--- src/rtl/lconst_pkg.sv ---
package lconst_pkg;
  parameter int INSN_W  = 32;
  parameter int DATA_W  = 64;
  parameter int IMM_W   = 16;
  parameter int SEL_W   = 2;
  parameter int OPC_W   = 6;
  parameter logic [OPC_W-1:0] OPC_VAL = 6'h06;

  localparam int LANES = 1 << SEL_W;

  typedef struct packed {
    logic             add_en;
    logic             fill_hi;
    logic             fill_lo;
    logic [SEL_W-1:0] sh_sel;
    logic [IMM_W-1:0] imm;
  } fields_t;
endpackage

--- src/rtl/lconst_decode.sv ---
module lconst_decode
  import lconst_pkg::*;
(
  input  logic [INSN_W-1:0] insn_i,
  output fields_t           fld_o,
  output logic              match_o,
  output logic              write_o,
  output logic              conflict_o
);
  localparam int OPC_LSB = INSN_W - OPC_W;

  logic zero_shift;
  logic no_mods;

  always_comb begin
    match_o        = (insn_i[INSN_W-1:OPC_LSB] == OPC_VAL);
    fld_o.add_en   = insn_i[20];
    fld_o.fill_hi  = insn_i[19];
    fld_o.fill_lo  = insn_i[18];
    fld_o.sh_sel   = {insn_i[17], ~insn_i[16]};
    fld_o.imm      = insn_i[IMM_W-1:0];
    zero_shift     = (fld_o.sh_sel == '0);
    no_mods        = !fld_o.add_en && !fld_o.fill_hi && !fld_o.fill_lo;
    conflict_o     = match_o && zero_shift && no_mods;
    write_o        = match_o && !conflict_o;
  end
endmodule

--- src/rtl/lconst_build.sv ---
module lconst_build
  import lconst_pkg::*;
(
  input  fields_t           fld_i,
  output logic [DATA_W-1:0] const_o
);
  logic [DATA_W-1:0] base;
  logic [DATA_W-1:0] shifted [LANES];
  logic [DATA_W-1:0] lowmask [LANES];

  assign base = {{(DATA_W-IMM_W){fld_i.fill_hi}}, fld_i.imm};

  for (genvar g = 0; g < LANES; g++) begin : g_lane
    localparam int SHAMT = g * IMM_W;
    assign shifted[g] = base << SHAMT;
    assign lowmask[g] = (DATA_W'(1) << SHAMT) - DATA_W'(1);
  end

  always_comb begin
    const_o = shifted[fld_i.sh_sel];
    if (fld_i.fill_lo) const_o = const_o | lowmask[fld_i.sh_sel];
  end

  always_comb begin
    if (fld_i.fill_lo === 1'b1 && fld_i.sh_sel != '0)
      a_r4_low_fill: assert (const_o[IMM_W-1:0] == {IMM_W{1'b1}});
    if (fld_i.fill_hi === 1'b1 && fld_i.sh_sel != SEL_W'(LANES-1))
      a_r3_upper_fill: assert (const_o[DATA_W-1] == 1'b1);
  end
endmodule

--- src/rtl/lconst_stage.sv ---
module lconst_stage
  import lconst_pkg::*;
(
  input  logic              clk,
  input  logic              rst_n,
  input  logic              valid_i,
  input  logic              write_i,
  input  logic              conflict_i,
  input  logic              add_en_i,
  input  logic [DATA_W-1:0] const_i,
  input  logic [DATA_W-1:0] rd_i,
  output logic [DATA_W-1:0] result_o,
  output logic              wen_o,
  output logic              conflict_o
);
  logic [DATA_W-1:0] sum;
  logic [DATA_W-1:0] result_d;
  logic              wen_d;
  logic              conflict_d;
  logic              res_en;

  always_comb begin
    sum        = const_i + (add_en_i ? rd_i : '0);
    res_en     = valid_i && write_i;
    result_d   = sum;
    wen_d      = res_en;
    conflict_d = valid_i && conflict_i;
  end

  always_ff @(posedge clk or negedge rst_n) begin
    if (!rst_n) begin
      result_o   <= '0;
      wen_o      <= 1'b0;
      conflict_o <= 1'b0;
    end else begin
      wen_o      <= wen_d;
      conflict_o <= conflict_d;
      if (res_en) result_o <= result_d;
    end
  end

  a_r7_result_held: assert property (@(posedge clk) disable iff (!rst_n)
    conflict_o |-> $stable(result_o));
endmodule

--- src/rtl/lconst_unit.sv ---
module lconst_unit
  import lconst_pkg::*;
(
  input  logic              clk,
  input  logic              rst_n,
  input  logic              in_valid,
  input  logic [INSN_W-1:0] in_insn,
  input  logic [DATA_W-1:0] in_rd,
  output logic [DATA_W-1:0] out_result,
  output logic              out_wen,
  output logic              out_conflict
);
  fields_t           fld;
  logic              match;
  logic              write;
  logic              conflict;
  logic [DATA_W-1:0] cval;
  logic              unused_dst;

  assign unused_dst = ^in_insn[25:21];

  lconst_decode u_dec (
    .insn_i     (in_insn),
    .fld_o      (fld),
    .match_o    (match),
    .write_o    (write),
    .conflict_o (conflict)
  );

  lconst_build u_build (
    .fld_i   (fld),
    .const_o (cval)
  );

  lconst_stage u_stage (
    .clk        (clk),
    .rst_n      (rst_n),
    .valid_i    (in_valid),
    .write_i    (write),
    .conflict_i (conflict),
    .add_en_i   (fld.add_en),
    .const_i    (cval),
    .rd_i       (in_rd),
    .result_o   (out_result),
    .wen_o      (out_wen),
    .conflict_o (out_conflict)
  );

  a_r9_idle_quiet: assert property (@(posedge clk) disable iff (!rst_n)
    !in_valid |=> (!out_wen && !out_conflict));

  a_r8_foreign_opcode: assert property (@(posedge clk) disable iff (!rst_n)
    (in_valid && in_insn[31:26] != OPC_VAL) |=> (!out_wen && !out_conflict));

  a_r7_conflict_no_write: assert property (@(posedge clk) disable iff (!rst_n)
    out_conflict |-> !out_wen);
endmodule

--- config.mk ---
export PLATFORM = sky130hd
export DESIGN_NAME = lconst_unit
export DESIGN_NICKNAME = d
export VERILOG_FILES = /design/src/rtl/lconst_pkg.sv /design/src/rtl/lconst_decode.sv /design/src/rtl/lconst_build.sv /design/src/rtl/lconst_stage.sv /design/src/rtl/lconst_unit.sv
export SDC_FILE = /design/constraint.sdc
export NUM_CORES = 1
export LEC_CHECK = 0
export BUFFER_PORTS_ARGS = -buffer_cell sky130_fd_sc_hd__buf_2
export CAP_MARGIN = 40
export CORE_AREA = 3 3 119 121
export CTS_CLUSTER_SIZE = 12
export DETAILED_ROUTE_END_ITERATION = 12
export DIE_AREA = 0 0 122 124
export GPL_TIMING_DRIVEN = 0
export PLACE_DENSITY_LB_ADDON = 0.2
export SYNTH_ARGS = -nofsm -noshare
export SYNTH_HDL_FRONTEND = slang
export SYNTH_SLANG_ARGS = --single-unit
--- constraint.sdc ---
create_clock -name clk -period 1.2 [get_ports clk]
set_clock_uncertainty 0.05 [all_clocks]
set_input_delay 0.24 -clock clk [delete_from_list [all_inputs] [get_ports clk]]
set_output_delay 0.24 -clock clk [all_outputs]
set_load 0.01 [all_outputs]
==> metrics.csv <==
metric,value,unit
ant_nets,0,
io_pins,165,
cp.arrival,3.79,ns
finalSetupViolCount,66,
fillers,645,
netlist.area_leader.share,22.96,%
dp_cells,1318,
detail_route.wl_per_cell,22.96,microns
grt_use_total,35.23,%
wl,33500,microns
synth_area_leader_cell,dfrtp_1,
yosys-top-cells-count,"187 x nand2_1, 109 x a21oi_1, 86 x o21ai_0",
finalCritPeriodShare,294.6,%
path_cells,buf_8 -> buf_8 -> clkinv_8 -> nor2_4 -> buf_6 -> buf_6 -> a21oi_2 -> ha_1 -> buf_6 -> nand3_1 -> nor3_4 -> nand3_1 -> a21oi_2 -> nor3_4 -> o41ai_4 -> a221o_2 -> a21boi_4 -> buf_6 -> or4_4 -> nand3_2,
first_pass_iters,6,
crit_path_top_delay_cell,or4_4,
syn_area,7192,sq um
grt_use_met3,6.040,%
antenna_found_initial,2,
grt_pass1_vias,8344,
cap_violations,0,
final.setup.worst_slack,-2.335,ns
place_area,8686,sq um
synth.area.top_cells,"dfrtp_1 23%, ha_1 11%, nand2_1 9.8%",
violations,"negative hold slack, negative setup slack",
yosysWarningCount,0,
critPathKind,input pin to register,
drc_errors,0,
avgSynthCellArea,7.309,sq um
finalCriticalPeriod,3.535,ns
path_max_fanout,7,
initial_core_util,54.52,%
routed_via_density,6.593,
rsz0062_at_grt,true,
p_leak,5.474,nW
cp.required,1.45,ns
instances_no_fill,1459,
io_buffers,158,
coreArea,13190,sq um
max_slew_margin,43.15,%
ys_ff_latch,66,
syn2layout_area_growth,60.02,%
clock-root-buffer,clkbuf_16,
hpwl,18390,microns
power_density,1073,nW/um^2
die_area,15130,sq um
fin_area,11510,sq um
clk_pin_slew,0.06,ns
grt_util_met1,43.92,%
grt_pass1_wl,41740,microns
chipWidth,122,microns
via_count,9619,
endpoint_kind,register,
drt_iter0_markers,1060,
synth_ff_type,dfrtp_1,
synth_nets,1147,
nets,1439,
min_path_type,input pin to asynchronous set/reset pin,
grt_max_degree,67,
vdd_drop_max,0.7408,mV
synth_most_common_cell,nand2_1,
whs,-0.05361,ns
htree_levels,3,
drv_slew,0,
cts_tree,yes,
grt_overflow,0,
placement_rows,42,
status,"complete, but fails checks",
netlist_instances,984,
max_freq,0.2829,GHz
hold_viol_final,66,
synth-seq-area-share,22.96,%
numCtsBuffers,9,
worstMarginPinSlew,0.8527,ns
globalplace.congestion,0.9628,
start_kind,input pin,
clk-insertion-delay-late,0.36,ns
gr-usage-met2,59.32,%
post_synth_num_cell_types,65,
clock-sinks,66,
cp_slowest_stage_delay,0.47,ns
drive_above_1_share,45.00,%
busiest_layer,met2,
synth_edf_count,0,
cts_buffer_depth,2,
die_h,124,microns
cpMostUsedCell,buf_6,
synth-async-reset-ratio,100.0,%
[state kept, by name (all words and copies together) (netlist names)]
signal,flops
u_stage.wen_o,1
u_stage.result_o,64
u_stage.conflict_o,1
[critical path: cells and delay by family]
kind            cells  cell delay, ns
simple gates        7            1.48
compound gates      5            0.89
buf+inv             7            0.83
fa+ha+maj           1            0.32
[logic make-up (layout without fill, tap and decap cells)]
logic type	Yosys count	after routing	share of synthesized area, %
xor+xnor	59	59	7.185
other cells	0	3	0
mux	1	1	0.1566
buf+inv	83	379	4.941
fa+ha+maj	64	64	11.24
compound gates	315	315	26.64
flops	66	66	22.96
simple gates	396	396	26.88
[cell type report]
type                            count  area (sq um)  area share, %
Clock inverter                      2         35.03         0.3044
Tap cell                          176         220.2          1.913
Antenna cell                        3         7.507        0.06523
Clock buffer                       13         270.3          2.348
Multi-Input combinational cell    835          6640          57.70
Buffer                             63         591.8          5.142
Inverter                           13         76.32         0.6632
Sequential cell                    66          1652          14.35
Timing Repair Buffer              288          2016          17.51
[layer usage]
metal  share of wire [%]  up-vias
met4                 7.7        0
met5                   0        -
met1                  36     4494
met2                  45      799
met3                  11      256
li1                    -     4070
[placed cells by master, fill, tap and decap left out, drive strengths merged, types with 30 or more instances in the layout]
cell    count
o21ai     100
ha         63
and2       64
nand3      50
clkbuf     49
buf       315
a21o       34
nand2     187
a21oi     110
xnor2      30
dfrtp      66
nor2       35
[metrics by stage]
stage | hold slack, ns | worst slack, ns | setup TNS, ns | utilization (%) | power [W]
detailed placement | 0.3507 | -2.849 | -134.87 | 65.85 | 0.007250
finish | -0.05361 | -2.335 | -106.84 | 87.25 | 0.01234
global placement | 0.3948 | -2.829 | -163.14 | 65.83 | 0.007181
global route | 0.005113 | -2.373 | -111.85 | 87.21 | 0.01279
CTS | -0.01555 | -2.012 | -92.75 | 79.88 | 0.01109
floorplan | -0.1056 | -1.895 | -91.03 | - | 0.005922
[worst paths after layout]
check | from | cells past startpoint | slack (ns) | end
setup / recovery | in_insn[17] | 20 | -2.34 | u_stage.result_o[57]
hold / removal | rst_n | 1 | -0.05 | u_stage.result_o[40]
hold reg to reg | u_stage.result_o[50] | 2 | 0.43 | u_stage.result_o[50]
min in group clk | in_insn[29] | 4 | 0.12 | u_stage.conflict_o
setup reg to reg | u_stage.result_o[58] | 2 | 0.27 | u_stage.result_o[58]
max in group asynchronous | rst_n | 1 | 0.60 | u_stage.result_o[12]
[power by group]
part           switching [W]  leakage [nW]  internal, W
registers           0.000219         0.882      0.00263
logic                0.00367          4.44      0.00300
clock network        0.00106         0.152      0.00176
[what timing repair did]
item / 4_1_cts / 5_1_grt
gates cloned: 3 / 0
endpoints found under the hold margin: 58 / 0
buffers inserted: 78 / 54
pin swaps: 84 / 100
endpoints found under the setup margin: 65 / 65
resized for setup: 202 / 163
No activity file was read; power rests on OpenSTA's default activity.
